## src/rtl/i2c_ctl_pkg.sv

```systemverilog
package i2c_ctl_pkg;
  localparam int unsigned REG_W      = 16;
  localparam int unsigned B_EN       = 0;
  localparam int unsigned B_SMB_MODE = 1;
  localparam int unsigned B_SMB_HOST = 3;
  localparam int unsigned B_ARP      = 4;
  localparam int unsigned B_PEC_EN   = 5;
  localparam int unsigned B_GCALL    = 6;
  localparam int unsigned B_STRETCH  = 7;
  localparam int unsigned B_START    = 8;
  localparam int unsigned B_STOP     = 9;
  localparam int unsigned B_ACK      = 10;
  localparam int unsigned B_PEC_REQ  = 12;
  localparam int unsigned N_REQ      = 3;
  localparam int unsigned N_CFG      = 7;

  // request slot order
  localparam int unsigned Q_START = 0;
  localparam int unsigned Q_STOP  = 1;
  localparam int unsigned Q_PEC   = 2;

  typedef struct packed {
    logic stretch_off;
    logic gcall_en;
    logic pec_en;
    logic arp_en;
    logic smb_host;
    logic smb_mode;
    logic en;
  } cfg_t;
endpackage

```

## src/rtl/i2c_ctl_guard.sv

```systemverilog
module i2c_ctl_guard
  import i2c_ctl_pkg::*;
#(
  parameter int unsigned NREQ = N_REQ
) (
  input  logic            clk_i,
  input  logic            rst_ni,
  input  logic            wr_en_i,
  input  logic [NREQ-1:0] req_q_i,
  output logic            set_ok_o,
  output logic            err_o
);
  logic pending;
  logic err_q;

  assign pending  = |req_q_i;
  assign set_ok_o = !pending;

  always_ff @(posedge clk_i or negedge rst_ni) begin
    if (!rst_ni) err_q <= 1'b0;
    else if (wr_en_i && pending) err_q <= 1'b1;
  end

  assign err_o = err_q;
endmodule

```

## src/rtl/i2c_ctl_req_bit.sv

```systemverilog
module i2c_ctl_req_bit (
  input  logic clk_i,
  input  logic rst_ni,
  input  logic wr_en_i,
  input  logic wr_val_i,
  input  logic set_ok_i,
  input  logic hw_set_i,
  input  logic hw_clr_i,
  output logic q_o
);
  logic q, d;

  always_comb begin
    d = q;
    // a clear bit may only rise from software when no request is pending
    if (wr_en_i) d = wr_val_i & (q | set_ok_i);
    if (hw_set_i) d = 1'b1;
    if (hw_clr_i) d = 1'b0;
  end

  always_ff @(posedge clk_i or negedge rst_ni) begin
    if (!rst_ni) q <= 1'b0;
    else q <= d;
  end

  assign q_o = q;
endmodule

```

## src/rtl/i2c_ctl_cfg.sv

```systemverilog
module i2c_ctl_cfg
  import i2c_ctl_pkg::*;
(
  input  logic clk_i,
  input  logic rst_ni,
  input  logic wr_en_i,
  input  cfg_t cfg_w_i,
  input  logic ack_w_i,
  output cfg_t cfg_o,
  output logic ack_o,
  output logic en_next_o
);
  cfg_t cfg_q;
  logic ack_q, en_next;

  assign en_next = wr_en_i ? cfg_w_i.en : cfg_q.en;

  always_ff @(posedge clk_i or negedge rst_ni) begin
    if (!rst_ni) begin
      cfg_q <= '0;
      ack_q <= 1'b0;
    end else begin
      if (wr_en_i) cfg_q <= cfg_w_i;
      if (!en_next) ack_q <= 1'b0;
      else if (wr_en_i) ack_q <= ack_w_i;
    end
  end

  assign cfg_o     = cfg_q;
  assign ack_o     = ack_q;
  assign en_next_o = en_next;
endmodule

```

## src/rtl/i2c_ctl_reg.sv

```systemverilog
module i2c_ctl_reg
  import i2c_ctl_pkg::*;
#(
  parameter int unsigned DW = REG_W
) (
  input  logic          clk_i,
  input  logic          rst_ni,
  input  logic          wr_en_i,
  input  logic [DW-1:0] wr_data_i,
  output logic [DW-1:0] rd_data_o,
  input  logic          start_sent_i,
  input  logic          stop_seen_i,
  input  logic          timeout_i,
  input  logic          pec_done_i,
  output logic          en_o,
  output logic          smb_mode_o,
  output logic          smb_host_o,
  output logic          arp_en_o,
  output logic          pec_en_o,
  output logic          gcall_en_o,
  output logic          stretch_off_o,
  output logic          start_req_o,
  output logic          stop_req_o,
  output logic          ack_en_o,
  output logic          pec_req_o,
  output logic          wr_err_o
);
  localparam int unsigned REQ_POS [N_REQ] = '{B_START, B_STOP, B_PEC_REQ};

  cfg_t             cfg_w, cfg_q;
  logic             ack_q, en_next, set_ok;
  logic [N_REQ-1:0] req_q, hw_set, hw_clr;
  logic             unused_w;

  assign cfg_w.en          = wr_data_i[B_EN];
  assign cfg_w.smb_mode    = wr_data_i[B_SMB_MODE];
  assign cfg_w.smb_host    = wr_data_i[B_SMB_HOST];
  assign cfg_w.arp_en      = wr_data_i[B_ARP];
  assign cfg_w.pec_en      = wr_data_i[B_PEC_EN];
  assign cfg_w.gcall_en    = wr_data_i[B_GCALL];
  assign cfg_w.stretch_off = wr_data_i[B_STRETCH];
  assign unused_w = ^{wr_data_i[2], wr_data_i[11], wr_data_i[DW-1:13]};

  i2c_ctl_cfg cfg_i (
    .clk_i     (clk_i),
    .rst_ni    (rst_ni),
    .wr_en_i   (wr_en_i),
    .cfg_w_i   (cfg_w),
    .ack_w_i   (wr_data_i[B_ACK]),
    .cfg_o     (cfg_q),
    .ack_o     (ack_q),
    .en_next_o (en_next)
  );

  i2c_ctl_guard #(.NREQ(N_REQ)) guard_i (
    .clk_i    (clk_i),
    .rst_ni   (rst_ni),
    .wr_en_i  (wr_en_i),
    .req_q_i  (req_q),
    .set_ok_o (set_ok),
    .err_o    (wr_err_o)
  );

  // hardware events per request slot; clear beats set
  assign hw_set[Q_START] = 1'b0;
  assign hw_clr[Q_START] = start_sent_i | !en_next;
  assign hw_set[Q_STOP]  = timeout_i;
  assign hw_clr[Q_STOP]  = stop_seen_i;
  assign hw_set[Q_PEC]   = 1'b0;
  assign hw_clr[Q_PEC]   = pec_done_i;

  for (genvar g = 0; g < N_REQ; g++) begin : g_req
    i2c_ctl_req_bit req_i (
      .clk_i    (clk_i),
      .rst_ni   (rst_ni),
      .wr_en_i  (wr_en_i),
      .wr_val_i (wr_data_i[REQ_POS[g]]),
      .set_ok_i (set_ok),
      .hw_set_i (hw_set[g]),
      .hw_clr_i (hw_clr[g]),
      .q_o      (req_q[g])
    );
  end

  always_comb begin
    rd_data_o             = '0;
    rd_data_o[B_EN]       = cfg_q.en;
    rd_data_o[B_SMB_MODE] = cfg_q.smb_mode;
    rd_data_o[B_SMB_HOST] = cfg_q.smb_host;
    rd_data_o[B_ARP]      = cfg_q.arp_en;
    rd_data_o[B_PEC_EN]   = cfg_q.pec_en;
    rd_data_o[B_GCALL]    = cfg_q.gcall_en;
    rd_data_o[B_STRETCH]  = cfg_q.stretch_off;
    rd_data_o[B_ACK]      = ack_q;
    for (int i = 0; i < N_REQ; i++) rd_data_o[REQ_POS[i]] = req_q[i];
  end

  assign en_o          = cfg_q.en;
  assign smb_mode_o    = cfg_q.smb_mode;
  assign smb_host_o    = cfg_q.smb_host;
  assign arp_en_o      = cfg_q.arp_en;
  assign pec_en_o      = cfg_q.pec_en;
  assign gcall_en_o    = cfg_q.gcall_en;
  assign stretch_off_o = cfg_q.stretch_off;
  assign ack_en_o      = ack_q;
  assign start_req_o   = req_q[Q_START];
  assign stop_req_o    = req_q[Q_STOP];
  assign pec_req_o     = req_q[Q_PEC];
endmodule

```

## config.mk

```make
export PLATFORM = sky130hd
export DESIGN_NAME = i2c_ctl_reg
export DESIGN_NICKNAME = d
export VERILOG_FILES = /design/src/rtl/i2c_ctl_pkg.sv /design/src/rtl/i2c_ctl_guard.sv /design/src/rtl/i2c_ctl_req_bit.sv /design/src/rtl/i2c_ctl_cfg.sv /design/src/rtl/i2c_ctl_reg.sv
export SDC_FILE = /design/constraint.sdc
export NUM_CORES = 1
export LEC_CHECK = 0
export BUFFER_PORTS_ARGS = -buffer_cell sky130_fd_sc_hd__buf_2
export CELL_PAD_IN_SITES_DETAIL_PLACEMENT = 1
export CELL_PAD_IN_SITES_GLOBAL_PLACEMENT = 1
export CORE_MARGIN = 3
export CORE_UTILIZATION = 28
export CTS_BUF_LIST = sky130_fd_sc_hd__clkbuf_4 sky130_fd_sc_hd__clkbuf_8 sky130_fd_sc_hd__clkbuf_16
export DETAILED_ROUTE_END_ITERATION = 6
export PLACE_DENSITY_LB_ADDON = 0.1
export SKIP_CTS_REPAIR_TIMING = 1
export SKIP_LAST_GASP = 1
export SLEW_MARGIN = 0
export SYNTH_ARGS = -nofsm -noshare
export SYNTH_HDL_FRONTEND = slang
export SYNTH_HIERARCHICAL = 1
export SYNTH_SLANG_ARGS = --single-unit
```

## constraint.sdc

```tcl
create_clock -name clk_i -period 1.3 [get_ports clk_i]
set_clock_uncertainty 0.05 [all_clocks]
set_input_delay 0.195 -clock clk_i [delete_from_list [all_inputs] [get_ports clk_i]]
set_output_delay 0.195 -clock clk_i [all_outputs]
set_load 0.005 [all_outputs]
```

# Word-level counts from Yosys, hierarchy flattened
# Index checks and enable logic that the tools add are counted.
# W data, S select, Z words.
[totals]
out_inout_bits = 28
regBits = 12
[classes]
eq_ne = 1
bitwise = 7
muxes = 10
reduce_logical = 7
[ops]
columns = ["cell", "n"]
rows = [
  ["$mux W1", 10],
  ["$or A1 B1 Y1", 4],
  ["$reduce_bool A2 Y1", 2],
  ["$and A1 B1 Y1", 3],
  ["$reduce_bool A3 Y1", 1],
  ["$reduce_or A3 Y1", 1],
  ["$logic_not A1 Y1", 2],
  ["$ne A2 B2 Y1 const B", 1],
  ["$logic_and A1 B1 Y1", 1],
]

# Longest topological paths before layout
[logic_depth]
word_depth = 7
ltp_mapped = 4
ltp_nobuf = 3

# Hierarchy
# Netlist, hierarchy kept.
[modules_own_cells]
columns = ["mod", "instances", "cells_each", "area_each_um2", "seq_area_each_um2"]
rows = [
  ["i2c_ctl_cfg", 1, 19, 330.3, 200.2],
  ["i2c_ctl_req_bit", 3, 4, 60.1, 25.0],
  ["i2c_ctl_reg", 1, 18, 130.1, 0.0],
  ["i2c_ctl_guard", 1, 4, 46.3, 25.0],
]

# Worst setup path before layout
# OpenSTA, ideal clock, no wires.
[synth_path]
kind = "flip-flop to flip-flop"
startpoint = "register g_req[1].req_i.q"
endpoint = "register g_req[0].req_i.q"
setup_slack_ns = 0.181
t_required_ns = 1.170
arrival_ns = 0.989
n_path_buf = 0
synth_period_minus_slack_ns = 1.119
stages_incl_launch_ff = 4
path_cell_list = "dfrtp_1 nor3_2 a211oi_2 nor3_2"
[synth_between]
elab_chain_cells = 6
[synth_rtl]
columns = ["item", "line", "rtl"]
rows = [
  ["start: declaration", "i2c_ctl_req_bit.sv:11", "logic q, d;"],
  ["start signal: assignment", "i2c_ctl_req_bit.sv:22", "if (!rst_ni) q <= 1'b0;"],
  ["start signal: assignment", "i2c_ctl_req_bit.sv:23", "else q <= d;"],
  ["$reduce_or A3 Y1", "i2c_ctl_guard.sv:16", "assign pending = |req_q_i;"],
  ["$logic_not A1 Y1", "i2c_ctl_guard.sv:17", "assign set_ok_o = !pending;"],
  ["named net set_ok", "i2c_ctl_reg.sv:31", "logic ack_q, en_next, set_ok;"],
  ["$or A1 B1 Y1", "i2c_ctl_req_bit.sv:16", "if (wr_en_i) d = wr_val_i & (q | set_ok_i);"],
  ["$and A1 B1 Y1", "i2c_ctl_req_bit.sv:16", ""],
  ["$mux W1", "i2c_ctl_req_bit.sv:16", ""],
  ["$mux W1", "i2c_ctl_req_bit.sv:18", "if (hw_clr_i) d = 1'b0;"],
  ["end signal: assignment", "i2c_ctl_req_bit.sv:22", ""],
  ["end signal: assignment", "i2c_ctl_req_bit.sv:23", ""],
  ["end: declaration", "i2c_ctl_req_bit.sv:11", ""],
]
# The timed path passes the listed nets, and every way through them passes these cells. The select of a mux whose other input is x is not followed.
# A chain may end at the register's enable or synchronous reset.

# Final worst setup path
[layout_path]
startpoint = "register g_req[1].req_i.q"
endpoint = "register g_req[1].req_i.q"
[layout_between]
elab_chain_cells = 7
[layout_rtl]
columns = ["item", "line", "rtl"]
rows = [
  ["$reduce_or A3 Y1", "i2c_ctl_guard.sv:16", ""],
  ["$logic_not A1 Y1", "i2c_ctl_guard.sv:17", ""],
  ["named net set_ok", "i2c_ctl_reg.sv:31", ""],
  ["$or A1 B1 Y1", "i2c_ctl_req_bit.sv:16", ""],
  ["$and A1 B1 Y1", "i2c_ctl_req_bit.sv:16", ""],
  ["$mux W1", "i2c_ctl_req_bit.sv:16", ""],
  ["$mux W1", "i2c_ctl_req_bit.sv:17", "if (hw_set_i) d = 1'b1;"],
  ["$mux W1", "i2c_ctl_req_bit.sv:18", ""],
]
# The timed path passes the listed nets, and every way through them passes these cells. The select of a mux whose other input is x is not followed.

==> results by group <==
CTS
  – CTS Sinks: 12
  – CTS root buf: clkbuf_4
  – Skew-Pair Late Insertion Delay: 260 ps
  – H-tree levels: 1
  – Num CTS Buffers: 3
  – CTS tree: yes
  – CTS clk-pin slew, worst paths: 70 ps
  – Largest buffer count on any clock path: 2

Die
  – Core Box Area: 2280 µm²
  – IO Count: 51
  – DIE AREA: 3080 µm²
  – Row count: 17
  – Die height: 55.5 µm
  – Die W: 55.5 µm
  – Starting Density: 0.302

Layout
  – Final instance area: 875 µm²
  – NumNets Final: 115
  – Area grow syn2layout: 27.3%
  – Area of the multi-input gates: 288 µm²
  – Storage cell area: 300 µm²
  – # diodes: 0
  – Fill count: 261
  – Share of layout cells above drive strength 1: 0.689

Global routing
  – Initial antenna violation count: 0
  – Total global-route track usage: 0.0936
  – Number of global-route vias before repair: 500
  – First-pass GRT wire length: 2.34 mm
  – Gr ovfl total: 0
  – Maximum number of pins on one net before global-route repair: 13

Routing
  – Total wire length: 1.37 mm
  – Routed met1 length: 553 µm
  – WL per Instance: 11.6 µm
  – Pre-antenna DRT Iters: 2
  – Routed wl met2: 702 µm
  – Routed vias: 486
  – Top layer in use: met3
  – Initial DRC Count: 2
  – Routed met3 length: 112 µm
  – Vias/cell: 4.12
  – Post-DRT Antenna Nets: 0
  – DRC viols: 0

Critical path
  – Worst setup SP type: flip-flop
  – WP data arrival: 1270 ps
  – CP Max Fanout: 4
  – CP peak stage delay: 430 ps
  – CP cell instances: nor3_4 > a211oi_2 > nor3_2
  – Crit-path slowest cell: dfrtp_1
  – Crit end category: flip-flop
  – Crit Path Class: flip-flop to flip-flop
  – CP top delay family: simple AND/OR/NAND/NOR gates
  – CP Buf/Inv Count: 0
  – WP data required: 1440 ps

Power
  – Power per cell area: 971 nW/µm²
  – Leakage: 0.461 nW
  – VDD IR-drop max: 525 µV
  – Sequential power share: 0.511
  – Combinational fraction of design power: 0.240
  – Int Power: 0.630 mW
  – Switching part of the total: 0.259
  – Switching pwr: 0.220 mW
  – Clock network power share: 0.249

Timing
  – Fin. Hold Viols: 0
  – Highest clock rate: 886 MHz
  – Final worst path period need: 1130 ps
  – Max-slew violation count: 0
  – Fin crit share: 0.868
  – Hold slack: 32.9 ps
  – Endpoints failing setup: 0
  – RSZ-0062 raised after global routing: no
  – Fin Setup TNS: 0 ps

Logic synthesis
  – Post-synthesis sequential area ratio: 0.437
  – Unique masters post-synth: 14
  – Yosys top cell by area: dfrtp_1
  – Post-Syn Area: 687 µm²
  – Synth Warn #: 6
  – Ranking of synthesized cells by area: dfrtp_1 44%, buf_4 17%, mux2_4 15%
  – Cell count after synthesis: 53
  – Register bit total from synthesis: 12
  – Syn Area/Cell: 13.0 µm²
  – Yosys top cell area share: 0.437

Placement
  – Placed wire-length estimate: 1.14 mm
  – Post-placement cell area: 836 µm²
  – Gpl congestion: 0.641
  – Port bufs: 40

Job
  – Max Cap Viol: 0

Hold path
  – Worst Hold Class: primary input to flip-flop

Outcome
  – Status: complete, no violations
[metal layers]
| metal | vias up | track usage |
|---|---|---|
| li1 | 231 | - |
| met1 | 232 | 0.108 |
| met2 | 23 | 0.159 |
| met3 | 0 | 0.0491 |
| met4 | 0 | 0.0104 |
| met5 | - | 0 |
[synth_stat cells]
cell / n
inv_1: 1
nand3_1: 1
buf_4: 16
nor3_2: 4
nor3b_2: 3
nand2_1: 1
dfrtp_1: 12
a211oi_2: 3
o21ai_0: 1
o21bai_1: 1
nand2b_1: 1
conb_1: 1
buf_6: 1
mux2_4: 7
[worst register-to-register path: cells and delay by family (launching register included)]
kind            cells  cell delay [ps]
simple gates        2              450
flops               1              430
compound gates      1              120
[sequential cells by signal, summed over array words and instances, names as in the netlist]
name             count
cfg_i/cfg_o          7
g_req.req_i/q_o      3
cfg_i/ack_o          1
guard_i/err_o        1
[final timing paths]
check | startpoint | cells after the start | to | slack (ps)
worst max-delay path | g_req[1].req_i/q_o$_DFFE_PN0P_ | 3 | g_req[1].req_i/q_o$_DFFE_PN0P_ | 170
worst min-delay path | stop_seen_i | 2 | g_req[1].req_i/q_o$_DFFE_PN0P_ | 30
worst max register to register | g_req[1].req_i/q_o$_DFFE_PN0P_ | 3 | g_req[1].req_i/q_o$_DFFE_PN0P_ | 170
worst min register to register | guard_i/err_o$_DFFE_PN0P_ | 1 | guard_i/err_o$_DFFE_PN0P_ | 450
max in group asynchronous | rst_ni | 2 | g_req[2].req_i/q_o$_DFFE_PN0P_ | 690
min in group asynchronous | rst_ni | 2 | cfg_i/cfg_o[4]$_DFFE_PN0P_ | 290
[layout by cell type (no fill, tap or decap)]
cell type,n
buf_2,40
dfrtp_1,12
conb_1,9
mux2_4,7
clkbuf_4,3
a211oi_2,3
nor3b_2,3
nor3_2,3
buf_4,2
nand2b_1,1
nand2_1,1
nand3_1,1
o21ai_0,1
nor3_4,1
inv_1,1
o21bai_1,1
dlygate4sd3_1,1
[cells by family (layout without fill, tap and decap cells)]
logic type,count (synthesis),count (layout),share of synthesized area
mux,7,7,0.153
simple gates,10,10,0.135
other cells,1,9,0.00546
buf+inv,18,47,0.197
compound gates,5,5,0.0729
flops,12,12,0.437
[per-stage QoR]
| stage | instances | util | worst slack [ps] | total power, mW |
|---|---|---|---|---|
| after floorplan | 61 | - | 181 | 0.584 |
| after global placement | 114 | 0.367 | 107 | 0.640 |
| after detailed placement | 114 | 0.367 | 85.4 | 0.644 |
| after CTS | 117 | 0.377 | 67.7 | 0.868 |
| after global routing | 118 | 0.384 | 62.6 | 0.914 |
| final | 118 | 0.384 | 171 | 0.850 |
[power groups by stage]
| stage | combinational (mW) | sequential [mW] | clock, mW |
|---|---|---|---|
| after floorplan | 0.143 | 0.441 | 0 |
| after global placement | 0.203 | 0.437 | 0 |
| after detailed placement | 0.204 | 0.440 | 0 |
| after CTS | 0.205 | 0.433 | 0.229 |
| after global routing | 0.225 | 0.441 | 0.247 |
| final | 0.204 | 0.434 | 0.211 |
[cell type report]
| type | instances | share of cell area |
|---|---|---|
| Sequential cell | 12 | 0.343 |
| Multi-Input combinational cell | 31 | 0.329 |
| Timing Repair Buffer | 43 | 0.258 |
| Tap cell | 28 | 0.0401 |
| Clock buffer | 3 | 0.0258 |
| Inverter | 1 | 0.00429 |
(Power assumes the default switching activity.)
